File: src/rtl/uart_q_pkg.sv
package uart_q_pkg;

  localparam int unsigned ERR_W = 3;
  // Widest limit: 4 * (2*(1+8+1) + 4) = 96 half bits
  localparam int unsigned TMO_W = 7;

  typedef struct packed {
    logic [ERR_W-1:0] err;
    logic [7:0]       data;
  } rx_ent_t;

  // Fill threshold scaled to the queue depth: 1, D/4, D/2, D-2
  function automatic int unsigned trig_of(input logic [1:0] sel, input int unsigned depth);
    case (sel)
      2'd0:    return 1;
      2'd1:    return depth / 4;
      2'd2:    return depth / 2;
      default: return depth - 2;
    endcase
  endfunction

  // Length of one character in half-bit units
  function automatic int unsigned char_halves(input logic [1:0] cb, input logic par,
                                              input logic [1:0] stp);
    int unsigned stop_h;
    stop_h = (stp == 2'd0) ? 2 : (stp == 2'd1) ? 3 : 4;
    return 2 * (6 + int'(cb) + int'(par)) + stop_h;
  endfunction

endpackage

File: src/rtl/byte_queue.sv
module byte_queue #(
  parameter int unsigned W     = 8,
  parameter int unsigned DEPTH = 16
) (
  input  logic                         clk,
  input  logic                         rst_n,
  input  logic                         flush,
  input  logic                         single,
  input  logic                         push_valid,
  input  logic [W-1:0]                 push_data,
  input  logic                         pop,
  output logic [W-1:0]                 head,
  output logic [$clog2(DEPTH+1)-1:0]   count,
  output logic                         full
);
  localparam int unsigned AW = $clog2(DEPTH);
  localparam int unsigned CW = $clog2(DEPTH+1);

  logic [W-1:0]  mem [DEPTH];
  logic [AW-1:0] wr_ptr, rd_ptr;
  logic          do_push, do_pop;

  function automatic logic [AW-1:0] step_ptr(input logic [AW-1:0] p);
    return (p == AW'(DEPTH-1)) ? '0 : p + 1'b1;
  endfunction

  assign full    = single ? (count != '0) : (count == CW'(DEPTH));
  assign do_push = push_valid && !full;
  assign do_pop  = pop && (count != '0);
  assign head    = mem[rd_ptr];

  always_ff @(posedge clk or negedge rst_n) begin
    if (!rst_n) begin
      wr_ptr <= '0;
      rd_ptr <= '0;
      count  <= '0;
    end else if (flush) begin
      wr_ptr <= '0;
      rd_ptr <= '0;
      count  <= '0;
    end else begin
      if (do_push) wr_ptr <= step_ptr(wr_ptr);
      if (do_pop)  rd_ptr <= step_ptr(rd_ptr);
      case ({do_push, do_pop})
        2'b10:   count <= count + 1'b1;
        2'b01:   count <= count - 1'b1;
        default: count <= count;
      endcase
    end
  end

  always_ff @(posedge clk) begin
    if (do_push && !flush) mem[wr_ptr] <= push_data;
  end

endmodule

File: src/rtl/rx_char_timer.sv
module rx_char_timer
  import uart_q_pkg::*;
(
  input  logic       clk,
  input  logic       rst_n,
  input  logic       tick,
  input  logic       restart,
  input  logic       holding,
  input  logic [1:0] char_bits,
  input  logic       parity_en,
  input  logic [1:0] stop_sel,
  output logic       expired
);
  logic [TMO_W-1:0] limit, cnt;

  assign limit   = TMO_W'(4 * char_halves(char_bits, parity_en, stop_sel));
  assign expired = holding && (cnt >= limit);

  always_ff @(posedge clk or negedge rst_n) begin
    if (!rst_n)                   cnt <= '0;
    else if (restart || !holding) cnt <= '0;
    else if (tick && cnt < limit) cnt <= cnt + 1'b1;
  end

endmodule

File: src/rtl/dma_ready_pins.sv
module dma_ready_pins (
  input  logic clk,
  input  logic rst_n,
  input  logic block_mode,
  input  logic rx_nonempty,
  input  logic rx_reached,
  input  logic rx_expired,
  input  logic tx_empty,
  input  logic tx_full,
  output logic rxrdy_n,
  output logic txrdy_n
);
  logic armed_q, rx_active;

  // Block mode: request holds once started until the queue drains
  assign rx_active = rx_nonempty && (armed_q || rx_reached || rx_expired);

  always_ff @(posedge clk or negedge rst_n) begin
    if (!rst_n) armed_q <= 1'b0;
    else        armed_q <= block_mode && rx_active;
  end

  assign rxrdy_n = block_mode ? !rx_active : !rx_nonempty;
  assign txrdy_n = block_mode ? tx_full    : !tx_empty;

endmodule

File: src/rtl/uart_queue_core.sv
module uart_queue_core
  import uart_q_pkg::*;
#(
  parameter int unsigned DEPTH = 16
) (
  input  logic       clk,
  input  logic       rst_n,
  input  logic       fifo_en,
  input  logic [1:0] trig_sel,
  input  logic       dma_mode,
  input  logic [1:0] char_bits,
  input  logic       parity_en,
  input  logic [1:0] stop_sel,
  input  logic       half_bit_tick,
  input  logic       rx_flush,
  input  logic       tx_flush,
  input  logic       rx_in_valid,
  input  logic [7:0] rx_in_data,
  input  logic [2:0] rx_in_err,
  output logic       rx_rd_valid,
  input  logic       rx_rd_ready,
  output logic [7:0] rx_rd_data,
  output logic [2:0] rx_rd_err,
  output logic       rx_trig_req,
  output logic       rx_timeout,
  output logic       rx_overrun,
  input  logic       lsr_read,
  input  logic       tx_wr_valid,
  input  logic [7:0] tx_wr_data,
  output logic       tx_wr_ready,
  output logic       tx_out_valid,
  output logic [7:0] tx_out_data,
  input  logic       tx_out_ready,
  output logic       rxrdy_n,
  output logic       txrdy_n
);
  localparam int unsigned CW = $clog2(DEPTH+1);

  rx_ent_t       rx_in_ent, rx_head;
  logic [CW-1:0] rx_cnt, tx_cnt, trig_lvl;
  logic          rx_full, tx_full;

  assign rx_in_ent = '{err: rx_in_err, data: rx_in_data};

  byte_queue #(.W($bits(rx_ent_t)), .DEPTH(DEPTH)) u_rxq (
    .clk, .rst_n,
    .flush(rx_flush), .single(!fifo_en),
    .push_valid(rx_in_valid), .push_data(rx_in_ent),
    .pop(rx_rd_ready), .head(rx_head),
    .count(rx_cnt), .full(rx_full)
  );

  byte_queue #(.W(8), .DEPTH(DEPTH)) u_txq (
    .clk, .rst_n,
    .flush(tx_flush), .single(!fifo_en),
    .push_valid(tx_wr_valid), .push_data(tx_wr_data),
    .pop(tx_out_ready), .head(tx_out_data),
    .count(tx_cnt), .full(tx_full)
  );

  assign rx_rd_valid  = (rx_cnt != '0);
  assign rx_rd_data   = rx_head.data;
  assign rx_rd_err    = rx_head.err;
  assign tx_wr_ready  = !tx_full;
  assign tx_out_valid = (tx_cnt != '0);

  // threshold is 1 when the queues are bypassed
  assign trig_lvl    = fifo_en ? CW'(trig_of(trig_sel, DEPTH)) : CW'(1);
  assign rx_trig_req = (rx_cnt >= trig_lvl);

  // restarts at each stop-bit centre, host read or flush
  rx_char_timer u_tmo (
    .clk, .rst_n,
    .tick(half_bit_tick),
    .restart(rx_in_valid || (rx_rd_valid && rx_rd_ready) || rx_flush),
    .holding(rx_rd_valid),
    .char_bits, .parity_en, .stop_sel,
    .expired(rx_timeout)
  );

  // sticky overrun, set wins over clear
  always_ff @(posedge clk or negedge rst_n) begin
    if (!rst_n)                     rx_overrun <= 1'b0;
    else if (rx_in_valid && rx_full) rx_overrun <= 1'b1;
    else if (lsr_read)              rx_overrun <= 1'b0;
  end

  dma_ready_pins u_dma (
    .clk, .rst_n,
    .block_mode(fifo_en && dma_mode),
    .rx_nonempty(rx_rd_valid),
    .rx_reached(rx_trig_req),
    .rx_expired(rx_timeout),
    .tx_empty(!tx_out_valid),
    .tx_full(tx_full),
    .rxrdy_n, .txrdy_n
  );

endmodule

File: config.mk
export PLATFORM = sky130hd
export DESIGN_NAME = uart_queue_core
export DESIGN_NICKNAME = d
export VERILOG_FILES = /design/src/rtl/uart_q_pkg.sv /design/src/rtl/byte_queue.sv /design/src/rtl/rx_char_timer.sv /design/src/rtl/dma_ready_pins.sv /design/src/rtl/uart_queue_core.sv
export SDC_FILE = /design/constraint.sdc
export NUM_CORES = 1
export LEC_CHECK = 0
export BUFFER_PORTS_ARGS = -buffer_cell sky130_fd_sc_hd__buf_2
export CAP_MARGIN = 20
export CORE_MARGIN = 4
export CORE_UTILIZATION = 38
export CTS_CLUSTER_SIZE = 24
export DETAILED_ROUTE_END_ITERATION = 10
export HOLD_SLACK_MARGIN = 0.03
export PLACE_DENSITY = 0.53
export SYNTH_ARGS = -nofsm -noshare
export SYNTH_HDL_FRONTEND = slang
export SYNTH_SLANG_ARGS = --single-unit
File: constraint.sdc
create_clock -name clk -period 3.2 [get_ports clk]
set_input_delay 0.32 -clock clk [delete_from_list [all_inputs] [get_ports clk]]
set_output_delay 0.32 -clock clk [all_outputs]
set_load 0.02 [all_outputs]
==> results of run 1 <==
[power groups by stage]
stage / logic (W) / clock network (W) / registers (W)
finish: 0.00280 / 0.00424 / 0.00520
global route: 0.00306 / 0.00456 / 0.00523
CTS: 0.00272 / 0.00436 / 0.00524
detailed placement: 0.00271 / 0 / 0.00533
global placement: 0.00269 / 0 / 0.00533
floorplan: 0.00200 / 0 / 0.00518
[stage by stage]
| step | setup WS [ps] | hold slack [ps] | power [W] | utilization |
|---|---|---|---|---|
| 5_1_grt | -11.85 | 108.5 | 0.01285 | 0.4597 |
| 3_3_place_gp | 80.25 | 497.6 | 0.008020 | 0.4232 |
| 3_5_place_dp | 35.62 | 504.1 | 0.008040 | 0.4232 |
| 2_1_floorplan | 158.6 | 24.41 | 0.007175 | - |
| 4_1_cts | 13.90 | 78.29 | 0.01232 | 0.4567 |
| 6_report | 128.8 | 108.1 | 0.01224 | 0.4597 |
[kinds of logic after synthesis]
group,count (synthesis),synth area share
adder cells (fa/ha/maj),34,0.03119
AND/OR/NAND/NOR,141,0.05096
XOR/XNOR,8,0.004879
AO/OA/AOI/OAI,121,0.05514
buffers and inverters,68,0.01864
flip-flops,339,0.6966
multiplexers,115,0.1426
[worst paths after layout]
path,cells past startpoint,end,slack (ps),start
max,11,rxrdy_n,130,char_bits[0]
min,3,rx_overrun,110,rx_in_valid
max reg2reg,9,u_txq.count[4],310,u_txq.count[1]
min reg2reg,2,rx_overrun,540,rx_overrun
max in group asynchronous,2,u_rxq.rd_ptr[0],2140,rst_n
min in group asynchronous,2,u_tmo.cnt[6],450,rst_n
[state kept, by name, summed over array words and instances (netlist names)]
register and flops:
u_rxq.mem 176, u_dma.armed_q 1, u_rxq.count 5, u_rxq.rd_ptr 4
rx_overrun 1, u_txq.wr_ptr 4, u_txq.mem 128, u_rxq.wr_ptr 4
u_txq.rd_ptr 4, u_txq.count 5, u_tmo.cnt 7
[per-layer routing]
| layer | part of all wire | vias to the layer above | routed length (um) |
|---|---|---|---|
| met5 | 0 | - | 0 |
| met4 | 0.016 | 0 | 477 |
| met3 | 0.040 | 32 | 1231 |
| met2 | 0.46 | 165 | 14150 |
| met1 | 0.48 | 4021 | 14850 |
| li1 | - | 3572 | - |
[area by class of cell]
class | count | area share
well taps | 504 | 0.03711
clock inverters | 19 | 0.01244
flip-flops and latches | 339 | 0.5892
repair buffers | 129 | 0.05287
multi-input cells | 419 | 0.2430
clock buffers | 47 | 0.05920
inverters | 28 | 0.006186
[worst reg2reg max path: stages, from the launching register on]
cell and delay, ps:
sky130_fd_sc_hd__dfrtp_1 430, sky130_fd_sc_hd__or4_4 610, sky130_fd_sc_hd__mux2_4 350, sky130_fd_sc_hd__inv_2 150, sky130_fd_sc_hd__a21oi_1 180, sky130_fd_sc_hd__ha_1 380, sky130_fd_sc_hd__a21oi_1 90, sky130_fd_sc_hd__and2_1 180
sky130_fd_sc_hd__o311ai_0 270, sky130_fd_sc_hd__a31oi_1 120
[cell usage in the layout, fill, tap and decap left out, drive strengths merged, types with 9 or more instances in the layout]
| cell | count |
|---|---|
| clkinv | 12 |
| nand2 | 34 |
| ha | 31 |
| a221oi | 16 |
| clkbuf | 47 |
| a21oi | 35 |
| inv | 30 |
| nand3 | 19 |
| dfrtp | 35 |
| mux4 | 71 |
| buf | 127 |
| edfxtp | 304 |
| o21ai | 26 |
| mux2i | 40 |
| nor2 | 33 |
| a22oi | 9 |
[repair_timing]
item | 4_1_cts | 5_1_grt
setup buffers | 0 | 9
hold endpoints to repair | 36 | 0
setup endpoints to repair | 0 | 3
hold buffers | 2 | 0
resized for setup | 0 | 4
==> metrics.txt, run 1 <==
CTS Root Cell=sky130_fd_sc_hd__clkbuf_16; total CTS buffers=38; Filler Cell Count=3266; row count=70; clock edge transition at the registers on the reported setup and hold paths=50 ps; area taken by flip-flops and latches=0.01001 mm2; Clock Latency Late Sink=about 520 ps; number of nets produced by synthesis=898; Final Hold Viols=0; all-layer global routing usage=0.1501; nets=1027; effective utilization at floorplan=0.3886; Max Cap Viol=0; area of the placeable core=0.03696 mm2; number of H-tree levels=2; met2 usage=0.2320; average vias per placed instance=roughly 5.2; Crit Path Class=in -> out; number of buffers added on ports=64; top cell type's share of synthesized area=0.6356; Worst path top cell family by delay=adder cells; cell with the largest stage delay on the worst path=sky130_fd_sc_hd__fa_1; drt first pass iters=4; Avg Cell Area, Syn=approximately 17 um2; post-route standard cell area excluding fillers=0.01699 mm2; Wirelength per Cell=20.68 um; Slew Limit Fails=0; DIE AREA=0.04097 mm2; ant diodes=0; run status=complete, no violations; post-route clock skew=approximately 23 ps; leading post-synthesis cells by cell area=sky130_fd_sc_hd__edfxtp_1 64%, sky130_fd_sc_hd__mux4_2 11%, sky130_fd_sc_hd__dfrtp_1 6.1%; setup-violating endpoint count in the final report=0; post-route insts no fill=1485; most heavily used metal layer in global routing=met2; number of flip-flops and latches in the synthesized netlist=339; power density normalized to cell area=720.6 mW/mm2; Inst Count DP=between 1k and 1.5k; number of instances in the synthesized netlist=826; maximum number of buffers from clock root to sink=3; overall die width=between 200 and 250 um; Critical Path End Type=primary output; share of the yosys chip area belonging to registers=0.6966; chip height=202.4 um; number of buffers and inverters on the critical path=3; switching portion of total power=0.2734; clock tree from TritonCTS=done; CTS sink cnt=339; synthesis-to-layout area growth=18.30%; area of the multi-input gates=0.004129 mm2; Distinct cells, synth=57; GP Congestion=around 0.75; Int Power=0.008896 W; final critical-path required period=3071 ps; maximum fanout encountered on the critical timing path=2; grt total ovfl=0; CP most frequent cell=sky130_fd_sc_hd__ha_1; logic gate share of total power=0.229; transition at the pin with the smallest max-transition slack=938.6 ps; wire length of the first global-routing pass=48270 um; critical path launch point type=primary input; ports placed on the boundary=65; switching component of the power=0.003348 W; vias in the first global route=8005; Slew Limit Headroom=0.3685; post-detailed-route count of antenna-violating nets=0; total of warnings raised by yosys=0; clock network power share=0.346; proportion of register bits with asynchronous set or reset after synthesis=0.1032; total negative slack for setup checks=0 ps; placed cell areas=0.01564 mm2; top cells by instance count after synthesis=304 x sky130_fd_sc_hd__edfxtp_1, 71 x sky130_fd_sc_hd__mux4_2, 40 x sky130_fd_sc_hd__mux2i_1; Synth Cell Area=approximately 0.014 mm2; layout cells sized above 1=0.2813; number of antenna violations at the first check in global routing=0; total DRC errors in the routed layout=0; half-perimeter wire length of the detailed placement result=a little under 20000 um; maximum number of pins on one net before global-route repair=36; Post-synth EDFFs=304; cell taking the most area after synthesis=sky130_fd_sc_hd__edfxtp_1; GR met1 Demand/Resource=0.2257; peak supply drop=around 0.53 mV; data required time at the worst endpoint=roughly 2900 ps; worst hold-check path type=in -> reg; Leakage=5.807 nW; Peak Freq=0.3256 GHz; most frequent cell after synthesis=sky130_fd_sc_hd__edfxtp_1; critical path arrival=around 2800 ps; Top FF cell, synth=sky130_fd_sc_hd__edfxtp_1; Routed Wire Length=30710 um; fraction of met3 tracks used by global routing=0.02439; sequential share of power=0.425; number of design-rule violations left by the first detailed-router iteration=433; cell-by-cell listing of the critical path=buf_2, ha_1, ha_1, inv_1, fa_1, ha_1, a21oi_1, o21ai_1, or3_4, o31ai_2, buf_4; Crit path largest cell delay=410 ps; vias=7790; post-route fraction of the period consumed by the critical path=0.9597
Power figures use the tool's default switching activity.
==> run 2, diff against run 1 <==
Settings changed: CORE_UTILIZATION 38 to 60, PLACE_DENSITY 0.53 to 0.77.
==> run 2 against run 1 <==
  * Sequential cell count stayed put
  * Worst setup slack better by 19 ps
  * Register-to-register slack worse by 20 ps
  * Fmax grew 0.61%
  * Hold slack worse by 9.1 ps
  * Largest cell class unchanged
  * Combinational power shrank 4%
  * Sequential power barely moved
  * Global-route usage rose by 9.1 points
  * Clock skew decreased by 7.0 ps
  * Largest power group unchanged
  * Final area fell by 3.0%
  * Highest routed layer is now met5
==> metrics.txt, run 2 (synthesis results as in run 1) <==
Crit path largest cell delay=430 ps; post-route clock skew=between 15 and 20 ps; post-place setup slack=31.63 ps; Slew Limit Fails=0; DIE AREA=0.02648 mm2; setup-violating endpoint count in the final report=0; most frequent standard cell in the layout excluding fill and tap cells=sky130_fd_sc_hd__edfxtp_1; number of buffers and inverters on the critical path=3; area of the placeable core=0.02354 mm2; Crit Path Class=in -> out; clock tree from TritonCTS=done; critical path launch point type=primary input; Max Cap Viol=0; worst-case setup margin in the final layout=about 150 ps; Worst path top cell family by delay=adder cells; maximum number of pins on one net before global-route repair=36; cell-by-cell listing of the critical path=buf_2, ha_1, inv_1, ha_4, fa_1, xor2_1, ha_1, nand4_1, a21oi_1, or3_4, o31ai_2, buf_4; Final Hold Viols=0; Clock Latency Late Sink=520 ps; power density normalized to cell area=approximately 700 mW/mm2; ports placed on the boundary=65; number of design-rule violations left by the first detailed-router iteration=852; Leakage=5.643 nW; synthesis-to-layout area growth=14.80%; clock edge transition at the registers on the reported setup and hold paths=~60 ps; number of flip-flops under the largest register name=176; final critical-path required period=3053 ps; number of buffers added on ports=64; critical path arrival=2730 ps; RSZ-0062 raised after global routing=false; total CTS buffers=35; drt first pass iters=5; leading cell types in the layout, fill and taps excluded=304 x sky130_fd_sc_hd__edfxtp_1, 71 x sky130_fd_sc_hd__mux4_2, 63 x sky130_fd_sc_hd__buf_2; cell with the largest stage delay on the worst path=sky130_fd_sc_hd__fa_1; total chip power=0.01178 W; Cells on Worst Hold Path=3; layout cells sized above 1=0.2693; chip height=between 150 and 200 um; transition at the pin with the smallest max-transition slack=1081 ps; internal reg-to-reg setup slack=about 290 ps; Wirelength per Cell=24.24 um; total negative slack for setup checks=0 ps; average vias per placed instance=6.399; CTS sink cnt=339; total DRC errors in the routed layout=0; register name with the most flops=u_rxq.mem; nets=1006; number of antenna violations at the first check in global routing=1; half-perimeter wire length of the detailed placement result=just under 20000 um; vias=8172; wire length of the first global-routing pass=48530 um; number of cells on the critical path=12; post-route fraction of the period consumed by the critical path=0.9539; vias in the first global route=8451; Routed Wire Length=approximately 31000 um; maximum fanout encountered on the critical timing path=3; worst hold-check path type=in -> reg; CP most frequent cell=sky130_fd_sc_hd__ha_1; Setup Buffers After CTS=0; number of H-tree levels=2; post-detailed-route count of antenna-violating nets=0; Slew Limit Headroom=0.2794; number of cells on the worst reg-to-reg path=8; peak supply drop=0.4357 mV; CTS Root Cell=sky130_fd_sc_hd__clkbuf_16; all-layer global routing usage=0.2409; effective utilization at floorplan=0.6101; Critical Path End Type=primary output; overall die width=162.7 um; top flop regs=u_rxq.mem x176, u_txq.mem x128, u_tmo.cnt x7; run status=complete, no violations; data required time at the worst endpoint=2880 ps; GP Congestion=0.8792; grt total ovfl=0; ant diodes=0; Peak Freq=around 0.33 GHz; maximum number of buffers from clock root to sink=3; row count=56
[run 2: cell count changes in the layout (fill, tap and decap cells not counted), moves of 2 or more]
cell,previous run,this run
sky130_fd_sc_hd__clkbuf_1,8,10
sky130_fd_sc_hd__buf_4,58,42
sky130_fd_sc_hd__ha_1,31,29
sky130_fd_sc_hd__bufinv_16,4,2
sky130_fd_sc_hd__clkbuf_16,39,36
sky130_fd_sc_hd__clkinv_1,4,1
[run 2: layer usage]
metal	GRT usage	wire length [um]	vias to the layer above	part of all wire
met4	0.06329	726	2	0.023
li1	-	-	3534	-
met3	0.03999	2171	66	0.070
met2	0.4075	15880	399	0.51
met1	0.3325	12170	4171	0.39
met5	0	14	-	0.00045
[run 2: power breakdown]
group	switching, W	internal, W	total, W
sequential	0.000223	0.00500	0.00522
clock	0.00161	0.00227	0.00387
combinational	0.00143	0.00126	0.00268
[run 2: layout make-up]
| class | instances | area, um2 |
|---|---|---|
| Inverter | 28 | 105.1 |
| Sequential cell | 339 | 10010 |
| Clock buffer | 47 | 952.2 |
| Timing Repair Buffer | 111 | 730.7 |
| Tap cell | 319 | 399.1 |
| Fill cell | 1444 | 7054 |
| Clock inverter | 14 | 142.6 |
| Multi-Input combinational cell | 419 | 4150 |
[run 2: worst paths after layout]
kind                                      from         endpoint
max in group asynchronous                rst_n  u_txq.rd_ptr[0]
worst max-delay path              char_bits[0]          rxrdy_n
worst min-delay path               rx_in_valid       rx_overrun
min in group asynchronous                rst_n   u_rxq.count[3]
worst min register to register      rx_overrun       rx_overrun
worst max register to register  u_rxq.count[0]   u_rxq.count[4]
[run 2: worst reg2reg max path, cell delays in order (launching register included)]
cell and delay (ps):
sky130_fd_sc_hd__dfrtp_1 470, sky130_fd_sc_hd__or4_1 640, sky130_fd_sc_hd__o21ai_2 310, sky130_fd_sc_hd__nor2_1 180, sky130_fd_sc_hd__fa_1 440, sky130_fd_sc_hd__a21o_1 180
sky130_fd_sc_hd__a21oi_1 290, sky130_fd_sc_hd__nand4bb_1 180, sky130_fd_sc_hd__nand4_1 100
[run 2: what timing repair did]
item,4_1_cts,5_1_grt
setup endpoints to repair,8,1
hold buffers,2,0
pin swaps,0,1
resized for setup,1,7
endpoints found under the hold margin,36,0
[run 2: per-stage QoR]
stage / utilization / hold slack, ps / std cells / area, um2
5_1_grt: 0.7004 / 133.6 / 1277 / 16490
2_1_floorplan: - / 24.41 / 826 / 14370
4_1_cts: 0.6989 / 82.73 / 1277 / 16450
3_3_place_gp: 0.6514 / 442.1 / 1214 / 15340
3_5_place_dp: 0.6514 / 458.2 / 1214 / 15340
6_report: 0.7004 / 98.93 / 1277 / 16490
==> run 3, diff against run 2 <==
Settings changed: SKIP_CTS_REPAIR_TIMING set to 1, SYNTH_HIERARCHICAL set to 1.
==> run 3 against run 2 <==
  * Final area rose by 1.4%
  * Clock skew is 7.6 ps higher
  * Routed wire length up 2.5%
  * Hold slack improved by 76 ps
  * First-iteration DRC count is 29% higher
  * Total power increased by 4.5%
  * Clock power grew 3%
  * Critical path type unchanged
  * Worst setup slack worse by 70 ps
  * Non-clock buffer count rose by 8
  * Combinational power grew 16%
==> metrics.txt, run 3 <==
run status=complete, no violations; Max Cap Viol=0; half-perimeter wire length of the detailed placement result=18790 um; vias=8125; ports placed on the boundary=65; nets=997; worst hold-check path type=in -> reg; register name with the most flops=u_rxq/mem; post-route fraction of the period consumed by the critical path=0.9758; CTS Root Cell=sky130_fd_sc_hd__clkbuf_16; proportion of register bits with asynchronous set or reset after synthesis=0.1032; power density normalized to cell area=735.6 mW/mm2; area of the placeable core=between 0.02 and 0.025 mm2; wire length of the first global-routing pass=49280 um; Crit Path Class=in -> out; Slew Limit Fails=0; number of flip-flops under the largest register name=176; top flop regs=u_rxq/mem x176, u_txq/mem x128, u_tmo/cnt x7; Avg Cell Area, Syn=17.88 um2; Top FF cell, synth=sky130_fd_sc_hd__edfxtp_1; leading cell types in the layout, fill and taps excluded=304 x sky130_fd_sc_hd__edfxtp_1, 95 x sky130_fd_sc_hd__mux4_2, 61 x sky130_fd_sc_hd__buf_2; DIE AREA=0.02678 mm2; Synth Cell Area=0.01454 mm2; cell taking the most area after synthesis=sky130_fd_sc_hd__edfxtp_1; critical path launch point type=primary input; chip height=~160 um; Post-synth EDFFs=304; total of warnings raised by yosys=6; critical path arrival=2800 ps; maximum number of buffers from clock root to sink=3; area taken by flip-flops and latches=0.01001 mm2; total DRC errors in the routed layout=0; share of the yosys chip area belonging to registers=0.6882; CTS sink cnt=339; setup-violating endpoint count in the final report=0; number of buffers and inverters on the critical path=3; grt total ovfl=0; Crit path largest cell delay=390 ps; number of design-rule violations left by the first detailed-router iteration=roughly 1.1k; Leakage=5.701 nW; layout cells sized above 1=0.3215; data required time at the worst endpoint=2880 ps; final critical-path required period=3122 ps; overall die width=~160 um; average vias per placed instance=6.378; number of flip-flops and latches in the synthesized netlist=339; total CTS buffers=36; post-detailed-route count of antenna-violating nets=0; maximum fanout encountered on the critical timing path=2; row count=56; Slew Limit Headroom=0.4404; Peak Freq=0.3203 GHz; placed cell areas=0.01547 mm2; Critical Path End Type=primary output; worst-case setup margin in the final layout=approximately 78 ps; GP Congestion=around 0.85; area of the multi-input gates=between 0.004 and 0.005 mm2; Worst path top cell family by delay=adder cells; number of antenna violations at the first check in global routing=1; drt first pass iters=5; Clock Latency Late Sink=520 ps; leading post-synthesis cells by cell area=sky130_fd_sc_hd__edfxtp_1 63%, sky130_fd_sc_hd__mux4_2 15%, sky130_fd_sc_hd__dfrtp_1 6.0%; most frequent cell after synthesis=sky130_fd_sc_hd__edfxtp_1; most frequent standard cell in the layout excluding fill and tap cells=sky130_fd_sc_hd__edfxtp_1; cell with the largest stage delay on the worst path=sky130_fd_sc_hd__fa_2; cell-by-cell listing of the critical path=buf_6, ha_4, inv_4, ha_4, fa_2, xor2_1, ha_1, a21o_1, a21oi_2, a31oi_2, or3_4, o21ai_2, buf_6; Inst Count DP=1207; Final Hold Viols=0; Routed Wire Length=about 32000 um; total chip power=between 0.01 and 0.015 W; transition at the pin with the smallest max-transition slack=between 800 and 900 ps; synthesis-to-layout area growth=15.07%; vias in the first global route=about 8.4k; total negative slack for setup checks=0 ps; top cell type's share of synthesized area=0.6280; post-route insts no fill=1274; peak supply drop=0.4087 mV; post-route standard cell area excluding fillers=0.01673 mm2; number of nets produced by synthesis=slightly below 900; Wirelength per Cell=approximately 25 um; clock edge transition at the registers on the reported setup and hold paths=60 ps; clock tree from TritonCTS=done; maximum number of pins on one net before global-route repair=50; ant diodes=0; effective utilization at floorplan=0.6138; Filler Cell Count=1463; Distinct cells, synth=71; number of buffers added on ports=64; post-route clock skew=24.02 ps; post-place setup slack=-20.67 ps; all-layer global routing usage=0.2448; number of instances in the synthesized netlist=813; top cells by instance count after synthesis=304 x sky130_fd_sc_hd__edfxtp_1, 95 x sky130_fd_sc_hd__mux4_2, 44 x sky130_fd_sc_hd__nor2_1; number of H-tree levels=2
[run 3: cell count changes in the layout (fill, tap and decap cells not counted), sizes merged, moves of 8 or more]
| cell | before | now |
|---|---|---|
| clkinv | 9 | 17 |
| mux2i | 40 | 6 |
| a22oi | 9 | 1 |
| nor2 | 33 | 44 |
| mux4 | 71 | 95 |
| nor3 | 8 | 17 |
| buf | 109 | 117 |
| a221oi | 16 | 1 |
[run 3: power by group]
part	total (W)	switching, W	leakage (nW)	internal (W)
clock	0.00398	0.00165	0.561	0.00233
sequential	0.00521	0.000230	3.21	0.00498
combinational	0.00311	0.00166	1.93	0.00145
[run 3: per-layer routing]
layer | vias up | wire length [um] | part of all wire | global-route usage
met5 | - | 13 | 0.00041 | 0
met1 | 4179 | 12060 | 0.38 | 0.3374
met2 | 396 | 16750 | 0.53 | 0.4188
met3 | 53 | 2294 | 0.072 | 0.03482
li1 | 3495 | - | - | -
met4 | 2 | 619 | 0.020 | 0.06367
[run 3: metrics by stage]
stage                     utilization  hold slack (ps)
after floorplan                     -            24.41
after global placement         0.6534            438.7
after detailed placement       0.6534            466.3
after CTS                      0.7017           -71.04
after global routing           0.7063            176.0
final                          0.7063            174.7
[run 3: final timing paths]
check	from	endpoint	slack, ps	cells after the start
max	parity_en	rxrdy_n	80	13
min	rx_in_data[6]	u_rxq/mem[15][6]	170	1
max reg2reg	u_txq/count[1]	u_txq/count[4]	190	10
min reg2reg	rx_overrun	rx_overrun	520	2
max in group asynchronous	rst_n	u_rxq/rd_ptr[0]	2200	2
min in group asynchronous	rst_n	u_tmo/cnt[0]	430	2
[run 3: cells by family (layout without fill, tap and decap cells)]
logic type               count (synthesis)  after routing  synth area share
flip-flops                             339            339            0.6882
AND/OR/NAND/NOR                        163            163           0.05629
multiplexers                           103            103            0.1546
AO/OA/AOI/OAI                           97             97           0.04295
buffers and inverters                   69            211           0.02436
adder cells (fa/ha/maj)                 30             30           0.02634
XOR/XNOR                                12             12          0.007231
[run 3: cell type report]
class	count	share of cell area
sequential	339	0.5983
inverter	28	0.006433
timing repair buffer	119	0.04750
clock buffer	42	0.05775
tap	319	0.02386
clock inverter	22	0.01062
multi-input combinational	405	0.2555
